--- config.mk ---
export PLATFORM = sky130hd
export DESIGN_NAME = rtc_shadow_core
export DESIGN_NICKNAME = d
export VERILOG_FILES = /design/src/rtl/rtc_shadow_core.sv
export SDC_FILE = /design/constraint.sdc
export NUM_CORES = 1
export LEC_CHECK = 0
export CAP_MARGIN = 40
export CELL_PAD_IN_SITES_DETAIL_PLACEMENT = 1
export CELL_PAD_IN_SITES_GLOBAL_PLACEMENT = 2
export CORE_MARGIN = 2
export CORE_UTILIZATION = 41
export DETAILED_ROUTE_END_ITERATION = 10
export HOLD_SLACK_MARGIN = 0.15
export PLACE_DENSITY = 0.87
export SYNTH_ARGS = -nofsm -noshare
export SYNTH_HDL_FRONTEND = slang
export SYNTH_SLANG_ARGS = --single-unit
--- constraint.sdc ---
create_clock -name clk -period 7.65 [get_ports clk]
set_clock_uncertainty 0.1 [all_clocks]
set_input_delay 1.53 -clock clk [delete_from_list [all_inputs] [get_ports clk]]
set_output_delay 1.53 -clock clk [all_outputs]
set_load 0.02 [all_outputs]
--- src/rtl/rtc_shadow_core.sv ---
module rtc_shadow_core #(
  parameter int ADDR_W = 15
) (
  input  logic              clk,
  input  logic              rst_n,
  input  logic              tick,
  input  logic [ADDR_W-1:0] addr,
  input  logic [7:0]        wdata,
  input  logic              wr_en,
  input  logic              rd_en,
  output logic [7:0]        rdata
);

  localparam logic [2:0] O_CTRL = 3'd0, O_SEC = 3'd1, O_MIN = 3'd2, O_HR = 3'd3,
                         O_WDAY = 3'd4, O_MDAY = 3'd5, O_MON = 3'd6, O_YR = 3'd7;

  wire       in_win = &addr[ADDR_W-1:3];
  wire [2:0] sel    = addr[2:0];
  wire       wr_hit = wr_en && in_win;

  logic [6:0] c_sec, c_min, s_sec, s_min;
  logic [5:0] c_hr, c_mday, s_hr, s_mday;
  logic [2:0] c_wday, s_wday;
  logic [4:0] c_mon, s_mon;
  logic [7:0] c_yr, s_yr;
  logic       stop_q, ft_q, wbit_q, rbit_q, cal_sign_q, pend_q;
  logic [4:0] cal_mag_q;

  wire load = wr_hit && sel == O_CTRL && wbit_q && !wdata[7];
  wire adv  = tick && !stop_q;
  wire copy = pend_q && !rbit_q && !wbit_q;

  wire leap = c_yr[4] ? (c_yr[3:0] == 4'h2 || c_yr[3:0] == 4'h6)
                      : (c_yr[3:0] == 4'h0 || c_yr[3:0] == 4'h4 || c_yr[3:0] == 4'h8);
  logic [5:0] mlen;
  always_comb begin
    case (c_mon)
      5'h02:                      mlen = leap ? 6'h29 : 6'h28;
      5'h04, 5'h06, 5'h09, 5'h11: mlen = 6'h30;
      default:                    mlen = 6'h31;
    endcase
  end

  wire sec_cy  = c_sec >= 7'h59;
  wire min_cy  = sec_cy && c_min >= 7'h59;
  wire hr_cy   = min_cy && c_hr >= 6'h23;
  wire mday_cy = hr_cy && c_mday >= mlen;
  wire mon_cy  = mday_cy && c_mon >= 5'h12;

  wire [6:0] n_sec  = (c_sec[3:0] == 4'h9)  ? {c_sec[6:4] + 3'd1, 4'h0}  : c_sec + 7'd1;
  wire [6:0] n_min  = (c_min[3:0] == 4'h9)  ? {c_min[6:4] + 3'd1, 4'h0}  : c_min + 7'd1;
  wire [5:0] n_hr   = (c_hr[3:0] == 4'h9)   ? {c_hr[5:4] + 2'd1, 4'h0}   : c_hr + 6'd1;
  wire [5:0] n_mday = (c_mday[3:0] == 4'h9) ? {c_mday[5:4] + 2'd1, 4'h0} : c_mday + 6'd1;
  wire [4:0] n_mon  = (c_mon[3:0] == 4'h9)  ? {c_mon[4] + 1'b1, 4'h0}    : c_mon + 5'd1;
  wire [7:0] n_yr   = (c_yr[3:0] == 4'h9)   ? {c_yr[7:4] + 4'd1, 4'h0}   : c_yr + 8'd1;

  always_ff @(posedge clk or negedge rst_n) begin
    if (!rst_n) begin
      c_sec <= '0; c_min <= '0; c_hr <= '0; c_wday <= 3'd1;
      c_mday <= 6'h01; c_mon <= 5'h01; c_yr <= '0;
    end else if (load) begin
      c_sec <= s_sec; c_min <= s_min; c_hr <= s_hr; c_wday <= s_wday;
      c_mday <= s_mday; c_mon <= s_mon; c_yr <= s_yr;
    end else if (adv) begin
      c_sec <= sec_cy ? 7'h00 : n_sec;
      if (sec_cy)  c_min <= (c_min >= 7'h59) ? 7'h00 : n_min;
      if (min_cy)  c_hr  <= (c_hr >= 6'h23) ? 6'h00 : n_hr;
      if (hr_cy) begin
        c_wday <= (c_wday >= 3'd7) ? 3'd1 : c_wday + 3'd1;
        c_mday <= mday_cy ? 6'h01 : n_mday;
      end
      if (mday_cy) c_mon <= mon_cy ? 5'h01 : n_mon;
      if (mon_cy)  c_yr  <= (c_yr >= 8'h99) ? 8'h00 : n_yr;
    end
  end

  always_ff @(posedge clk or negedge rst_n) begin
    if (!rst_n) pend_q <= 1'b0;
    else        pend_q <= adv && !load;
  end

  always_ff @(posedge clk or negedge rst_n) begin
    if (!rst_n) begin
      s_sec <= '0; s_min <= '0; s_hr <= '0; s_wday <= 3'd1;
      s_mday <= 6'h01; s_mon <= 5'h01; s_yr <= '0;
    end else if (copy) begin
      s_sec <= c_sec; s_min <= c_min; s_hr <= c_hr; s_wday <= c_wday;
      s_mday <= c_mday; s_mon <= c_mon; s_yr <= c_yr;
    end else if (wr_hit && wbit_q) begin
      case (sel)
        O_SEC:   s_sec  <= wdata[6:0];
        O_MIN:   s_min  <= wdata[6:0];
        O_HR:    s_hr   <= wdata[5:0];
        O_WDAY:  s_wday <= wdata[2:0];
        O_MDAY:  s_mday <= wdata[5:0];
        O_MON:   s_mon  <= wdata[4:0];
        O_YR:    s_yr   <= wdata;
        default: ;
      endcase
    end
  end

  always_ff @(posedge clk or negedge rst_n) begin
    if (!rst_n) begin
      wbit_q <= 1'b0; rbit_q <= 1'b0; cal_sign_q <= 1'b0; cal_mag_q <= '0;
      stop_q <= 1'b0; ft_q <= 1'b0;
    end else if (wr_hit) begin
      if (sel == O_CTRL) begin
        wbit_q <= wdata[7]; rbit_q <= wdata[6];
        cal_sign_q <= wdata[5]; cal_mag_q <= wdata[4:0];
      end
      if (sel == O_SEC)  stop_q <= wdata[7];
      if (sel == O_WDAY) ft_q   <= wdata[6];
    end
  end

  logic [7:0] rmux;
  always_comb begin
    case (sel)
      O_CTRL:  rmux = {wbit_q, rbit_q, cal_sign_q, cal_mag_q};
      O_SEC:   rmux = {stop_q, s_sec};
      O_MIN:   rmux = {1'b0, s_min};
      O_HR:    rmux = {2'b0, s_hr};
      O_WDAY:  rmux = {1'b0, ft_q, 3'b0, s_wday};
      O_MDAY:  rmux = {2'b0, s_mday};
      O_MON:   rmux = {3'b0, s_mon};
      default: rmux = s_yr;
    endcase
  end

  always_ff @(posedge clk or negedge rst_n) begin
    if (!rst_n)     rdata <= 8'h00;
    else if (rd_en) rdata <= in_win ? rmux : 8'h00;
  end

  AST_SNAPSHOT_FROZEN: assert property (@(posedge clk) disable iff (!rst_n)
    (rbit_q && $past(rbit_q) && !$past(wbit_q)) |->
      $stable({s_sec, s_min, s_hr, s_wday, s_mday, s_mon, s_yr}));

  AST_ALL_FIELDS_TOGETHER: assert property (@(posedge clk) disable iff (!rst_n)
    (!$stable(s_sec) && !$past(wr_en && wbit_q)) |->
      ({s_sec, s_min, s_hr, s_wday, s_mday, s_mon, s_yr} ==
       $past({c_sec, c_min, c_hr, c_wday, c_mday, c_mon, c_yr})));

  AST_STOP_HOLDS_COUNT: assert property (@(posedge clk) disable iff (!rst_n)
    ($past(stop_q) && !$past(load)) |->
      $stable({c_sec, c_min, c_hr, c_wday, c_mday, c_mon, c_yr}));

  AST_LOAD_IN_ONE_CYCLE: assert property (@(posedge clk) disable iff (!rst_n)
    $past(load) |->
      ({c_sec, c_min, c_hr, c_wday, c_mday, c_mon, c_yr} ==
       {s_sec, s_min, s_hr, s_wday, s_mday, s_mon, s_yr}));

  AST_MONTH_RESERVED_ZERO: assert property (@(posedge clk) disable iff (!rst_n)
    ($past(rd_en) && $past(addr[2:0]) == O_MON) |-> rdata[7:5] == 3'b000);

endmodule

==> summary.md, run 1 <==
| Metric | Value |
|---|---|
| Synth-to-Final Area Change | `13.3%` |
| Sequential share of power | `46.6%` |
| Logic pwr share | `16.0%` |
| Worst slew margin | `36.0%` |
| CTS tree | `built` |
| Final period util | `62.3%` |
| GR Util All Layers | `a little over a quarter` |
| Yosys reg bits | `103` |
| Total congestion overflow | `0` |
| DIE WIDTH | `129 um` |
| Initial Util | `42.0%` |
| Initial antenna violation count | `0` |
| Finished Cell Area | `7250 um^2` |
| Final Non-Filler Cells | `roughly 960` |
| Post-synthesis sequential area ratio | `40.4%` |
| Number of global-route vias before repair | `6,060` |
| Slew Limit Fails | `0` |
| Die H | `around 130 um` |
| Post-DP HPWL | `14,600 um` |
| Critical-path cell list | `clkdlybuf4s50_1 -> nor4_1 -> and2_1 -> buf_4 -> a31oi_1 -> o41ai_1` |
| Root Buffer | `clkbuf_16` |
| # H-tree levels | `3` |
| CTS sink cnt | `103` |
| Share of synthesized flip-flops with an asynchronous set or reset | `100%` |
| Switching share of total power | `around 30%` |
| Arrival @ worst endpoint | `between 4 and 5 ns` |
| Hold Fails Final Rpt | `0` |
| Crit path max fanout | `27` |
| Slew @ Worst Pin | `0.958 ns` |
| Routed wire per std cell | `21.7 um` |
| Via Count | `5,761` |
| Leak pwr | `3.06 nW` |
| Worst hold-check path type | `reg2reg` |
| Layout cell share with drive strength beyond 1 | `8.32%` |
| Critical Path Slowest Stage Cell | `clkdlybuf4s50_1` |
| Synth area leader | `dfrtp_1` |
| CP endpoint kind | `flop` |
| CTS clk-pin slew, worst paths | `0.07 ns` |
| RSZ-0062 raised after global routing | `no` |
| First-pass GRT wire length | `approximately 33,000 um` |
| Clk buf depth | `2` |
| Port Buffers | `35` |
| Skew-Pair Late Insertion Delay | `0.36 ns` |
| Post-Synthesis Cells | `about 740` |
| Clock power share | `37.4%` |
| Worst path max stage delay | `0.91 ns` |
| Ys flop type | `dfrtp_1` |
| Remaining DRCs | `0` |
| Post-CTS sizing | `0` |
| Number of detailed-route iterations in the first pass | `5` |
| Max Cap Viol | `0` |
| Largest cells by area after synthesis | `dfrtp_1 (38%), mux2i_1 (6.7%), nand2_1 (6.3%)` |
| Min Tclk post-route | `4.77 ns` |
| EDFF count, synth | `0` |
| Top-area cell type share of the netlist area | `37.9%` |
| Psw | `0.434 mW` |
| Core Region | `15,300 um^2` |
| Fillers | `~1,800` |
| GPL Wtd Cong | `0.894` |
| CTS buffer count | `9` |
| Setup CP Type | `in2reg` |
| Yosys warnings | `0` |
| PwrDens | `201 nW/um^2` |
| Setup_tns | `0 ns` |
| Setup repair bufs after CTS | `0` |
| Post-Syn Area | `6400 um^2` |
| Placed cell area | `6900 um^2` |
| Final setup viols | `0` |
| Place WS | `2.59 ns` |
| Setup crit start kind | `primary input` |
| WP data required | `7.80 ns` |
| 1st-iter DRT viols | `363` |
| Post-Route WL | `approximately 21,000 um` |
| Maximum vdd ir drop | `around 140 uV` |
| FMAX | `210 MHz` |
| Cell Int Power | `1.03 mW` |
| Inst Count DP | `939` |
| Distinct cell type count after synthesis | `61` |
| Pin count of the biggest net entering global routing | `61` |
| Status | `completed` |
| CTS Hold Bufs | `0` |
| Synth Net Count | `784` |
| Final nets | `789` |
| Total die area | `~17,000 um^2` |
| Setup ws final | `2.88 ns` |
| Row count | `45` |
| Post-route antenna net violation count | `0` |
| Io pins | `36` |
| Vias per cell | `6.03` |
| Syn avg cell area | `8.71 um^2` |
| Number of diodes | `0` |
==> cells by family after synthesis <==
| group | count (synthesis) | share of synthesized area, % |
|---|---|---|
| and+or+nand+nor | 276 | 21.0 |
| AOI/OAI and AO/OA | 193 | 18.9 |
| DFF | 103 | 40.4 |
| buffers and inverters | 77 | 4.88 |
| muxes | 60 | 10.1 |
| adders and majority gates | 21 | 4.10 |
| xor gates and xnor gates | 5 | 0.684 |
==> worst paths after layout <==
path	start	to	slack, ns	depth (start not counted)
max in group asynchronous	rst_n	s_wday[0]	5.39	3
max reg2reg	c_yr[2]	c_yr[6]	3.54	12
min	s_wday[0]	s_wday[0]	0.39	2
min in group asynchronous	rst_n	c_yr[1]	1.03	1
max	addr[0]	c_mon[3]	2.88	6
min reg2reg	s_wday[0]	s_wday[0]	0.39	2
==> worst max-delay path, delay by kind of cell <==
family          cells  cell delay [ns]
buf+inv             2             1.32
simple gates        2             1.41
compound gates      2             0.62
==> layout make-up <==
class / count / area, um^2 / share of cell area [%]
Inverter: 24 / 90.1 / 1.24
Timing Repair Buffer: 47 / 455 / 6.28
Sequential cell: 103 / 2580 / 35.6
Tap cell: 211 / 264 / 3.64
Clock buffer: 11 / 243 / 3.35
Multi-Input combinational cell: 555 / 3510 / 48.4
Clock inverter: 5 / 105 / 1.45
==> routing by layer <==
metal  global-route usage (%)  routed length, um  vias to the layer above
li1                         -                  -                     2676
met1                     34.7               9460                     2938
met2                     43.2               9950                      109
met3                     5.28                824                       38
met4                     7.42                472                        0
met5                        0                  0                        -
==> power groups by stage <==
stage	registers [mW]	logic, mW	clock network, mW
after CTS	0.678	0.235	0.553
after detailed placement	0.688	0.231	0
final	0.681	0.234	0.546
after floorplan	0.645	0.171	0
after global placement	0.684	0.215	0
after global routing	0.689	0.261	0.570
==> cells in the mapped netlist (15+ instances only) <==
master      n
clkbuf_1   39
o21ai_0    79
mux2i_1    43
mux2_2     15
a31oi_1    20
dfrtp_1    97
nand2_1   107
inv_1      24
nor2_1     51
ha_1       21
a21oi_1    27
nand3_1    29
==> cell usage in the layout (no fill, tap or decap), types with 7 or more instances in the layout <==
cell type,instances
nand4_1,8
o21ai_0,79
nor2b_1,12
nor3_1,14
mux2_2,15
o22ai_1,8
clkbuf_16,9
nor2_1,51
inv_1,24
mux2i_1,43
clkdlybuf4s50_1,34
nand2b_1,7
ha_1,21
a31oi_1,20
dfrtp_1,97
a22oi_1,12
a21oi_1,27
buf_4,11
nand2_1,107
nand3_1,29
==> registers in the layout, indices dropped and copies added, names as in the netlist, 6 cells and up <==
register	flops
c_hr	6
c_mday	6
c_min	7
c_sec	7
c_yr	8
rdata	8
s_hr	6
s_mday	6
s_min	7
s_sec	7
s_yr	8
==> through the flow <==
step           power [mW]  hold slack [ns]  util (%)
2_1_floorplan       0.816            0.346         -
3_5_place_dp        0.918            0.373      45.2
5_1_grt              1.52            0.412      47.5
4_1_cts              1.47            0.385      47.5
6_report             1.46            0.387      47.5
3_3_place_gp        0.899            0.370      44.9
(Power assumes the default switching activity.)
==> run 2, diff against run 1 <==
--- a/config.mk
+++ b/config.mk
@@ -9,10 +9,10 @@
 export CELL_PAD_IN_SITES_DETAIL_PLACEMENT = 1
 export CELL_PAD_IN_SITES_GLOBAL_PLACEMENT = 2
 export CORE_MARGIN = 2
-export CORE_UTILIZATION = 41
+export CORE_UTILIZATION = 34
 export DETAILED_ROUTE_END_ITERATION = 10
 export HOLD_SLACK_MARGIN = 0.15
-export PLACE_DENSITY = 0.87
+export PLACE_DENSITY = 0.77
 export SYNTH_ARGS = -nofsm -noshare
 export SYNTH_HDL_FRONTEND = slang
 export SYNTH_SLANG_ARGS = --single-unit
==> constraint.sdc (replaced) <==
create_clock -name clk -period 3.93 [get_ports clk]
set_clock_uncertainty 0.1 [all_clocks]
set_input_delay 0.786 -clock clk [delete_from_list [all_inputs] [get_ports clk]]
set_output_delay 0.786 -clock clk [all_outputs]
set_load 0.02 [all_outputs]
==> run 2 against run 1 <==
  * Clock power increased by 87%
  * Critical path type is now reg2reg
  * Sequential share of layout area decreased by 0.33 points
  * Routed wire length rose by 1.4%
  * Cell count rose by 3.3%
  * Utilization decreased by 8.1 points
  * Combinational power is 91% higher
  * Count of clock-buffer cells in the layout is 1 lower
  * Non-clock buffer count is 8 higher
  * Largest power group unchanged
  * Highest routed layer unchanged
==> summary.md, run 2 (synthesized netlist as in run 1, its figures left out) <==
| Metric | Value |
|---|---|
| CTS tree | `built (unchanged)` |
| Max Cap Viol | `0 (unchanged)` |
| Crit path max fanout | `11 (was 27)` |
| Reg2Reg Depth | `12 (unchanged)` |
| WP data required | `4.13 ns (was 7.80 ns)` |
| Arrival @ worst endpoint | `3.63 ns (was 4.91 ns)` |
| Worst hold-check path type | `in2async (was reg2reg)` |
| Leak pwr | `3.09 nW (was 3.06 nW)` |
| Setup repair bufs after CTS | `0 (unchanged)` |
| 1st-iter DRT viols | `267 (was 363)` |
| Io pins | `36 (unchanged)` |
| Setup crit start kind | `flop (was primary input)` |
| FMAX | `291 MHz` |
| CP startpoint | `c_yr[1] (was addr[0])` |
| Setup CP Type | `reg2reg (was in2reg)` |
| Initial antenna violation count | `0 (unchanged)` |
| Fillers | `2,164 (was 1,786)` |
| Final nets | `797 (was 789)` |
| Post-Route WL | `21,000 um (was 20,700 um)` |
| Multi-input gate area | `3510 um^2 (unchanged)` |
| Worst r2r src | `c_yr[1] (was c_yr[2])` |
| Synth-to-Final Area Change | `14.3% (was 13.3%)` |
| Worst slew margin | `57.9% (was 36.0%)` |
| Slew @ Worst Pin | `0.629 ns (was 0.958 ns)` |
| CTS buffer count | `9 (unchanged)` |
| CTS clk-pin slew, worst paths | `0.07 ns (about the same)` |
| Number of global-route vias before repair | `5,845 (was 6,060)` |
| Row count | `50 (was 45)` |
| Status | `completed (unchanged)` |
| Min Tclk post-route | `3.43 ns` |
| Post-CTS sizing | `0 (unchanged)` |
| Hold Fails Final Rpt | `0 (unchanged)` |
| Initial Util | `34.5% (was 42.0%)` |
| Commonest non-fill, non-tap cell in the layout | `nand2_1 (unchanged)` |
| Pin count of the biggest net entering global routing | `63 (was 61)` |
| Vias per cell | `5.75 (was 6.03)` |
| Number of detailed-route iterations in the first pass | `4 (was 5)` |
| Maximum vdd ir drop | `228 uV (was 140 uV)` |
| GR Util All Layers | `21.6% (was 26.1%)` |
| CTS sink cnt | `103 (unchanged)` |
| WHS | `0.330 ns (was 0.387 ns)` |
| Layout cell share with drive strength beyond 1 | `9.43% (was 8.32%)` |
| Most frequent cells in the layout | `nand2_1 (107), dfrtp_1 (97), o21ai_0 (79) (unchanged)` |
| Die H | `141 um (was 129 um)` |
| Port Buffers | `35 (unchanged)` |
| Total die area | `19,900 um^2 (was 16,600 um^2)` |
| Via Count | `5,681 (was 5,761)` |
| Slew Limit Fails | `0 (unchanged)` |
| Post-route antenna net violation count | `0 (unchanged)` |
| PwrDens | `382 nW/um^2 (was 201 nW/um^2)` |
| Remaining DRCs | `0 (unchanged)` |
| GPL Wtd Cong | `0.808 (was 0.894)` |
| CTS Hold Bufs | `0 (unchanged)` |
| DIE WIDTH | `141 um (was 129 um)` |
| Storage element area | `2580 um^2 (unchanged)` |
| Clk buf depth | `2 (unchanged)` |
| RSZ-0062 raised after global routing | `no (unchanged)` |
| Total congestion overflow | `0 (unchanged)` |
| First-pass GRT wire length | `33,800 um (was 33,300 um)` |
| Setup_tns | `0 ns (unchanged)` |
| CP endpoint kind | `flop (unchanged)` |
| Skew-Pair Late Insertion Delay | `0.36 ns (about the same)` |
| Routed wire per std cell | `21.2 um (was 21.7 um)` |
| Root Buffer | `clkbuf_16 (unchanged)` |
| # H-tree levels | `3 (unchanged)` |
| Post-DP HPWL | `15,200 um (was 14,600 um)` |
| Core Region | `18,600 um^2 (was 15,300 um^2)` |
| Final setup viols | `0 (unchanged)` |
| Biggest regs | `c_yr x8, rdata x8, s_yr x8 (unchanged)` |
| Final period util | `around 87%` |
==> run 2: metal layers <==
layer  up-vias  routed length, um  GRT usage, %
met5         -                  0             0
met4         0                222          4.42
met3        13                606          3.13
met2        72              10000          35.2
met1      2891              10100          30.7
li1       2705                  -             -
==> run 2: cell type report <==
class	count	area share, %
Multi-Input combinational cell	555	47.9
Antenna cell	1	0.0342
Inverter	24	1.23
Timing Repair Buffer	55	6.97
Tap cell	234	4.00
Clock inverter	6	1.25
Sequential cell	103	35.3
Clock buffer	10	3.26
==> run 2: critical path: stages (launching register included) <==
cell and delay (ns):
dfrtp_1 0.56, a211oi_1 0.09, a31oi_1 0.16, o21ai_0 0.09
a2111oi_0 0.47, a21oi_1 0.09, ha_1 0.29, nor4b_1 0.04
o211ai_1 0.29, and4_4 0.33, nand2_1 0.20, or4_1 0.56
nand3_1 0.10
==> run 2: final timing paths <==
path,endpoint,slack (ns)
worst max register to register,c_yr[5],0.50
worst min-delay path,c_mday[4],0.33
worst min register to register,s_wday[0],0.39
worst max-delay path,c_yr[5],0.50
min in group clk,s_wday[0],0.39
max in group asynchronous,rdata[7],2.64
==> run 2: report_power, final <==
group          switching (mW)  leakage, nW  total (mW)  internal (mW)
Sequential              0.172         1.36        1.33           1.16
Combinational           0.248         1.58       0.448          0.200
Clock                   0.442        0.163        1.02          0.580
Total                   0.861         3.09        2.80           1.94
==> run 2: stage by stage <==
stage | area, um^2 | setup slack [ns] | power (mW) | util, % | std cells
4_1_cts | 7320 | 0.467 | 2.81 | 39.4 | 987
5_1_grt | 7320 | 0.190 | 2.93 | 39.4 | 987
2_1_floorplan | 6400 | 0.609 | 1.59 | - | 735
3_5_place_dp | 6990 | 0.472 | 1.80 | 37.6 | 971
3_3_place_gp | 6990 | 0.655 | 1.76 | 37.6 | 971
6_report | 7320 | 0.497 | 2.80 | 39.4 | 988
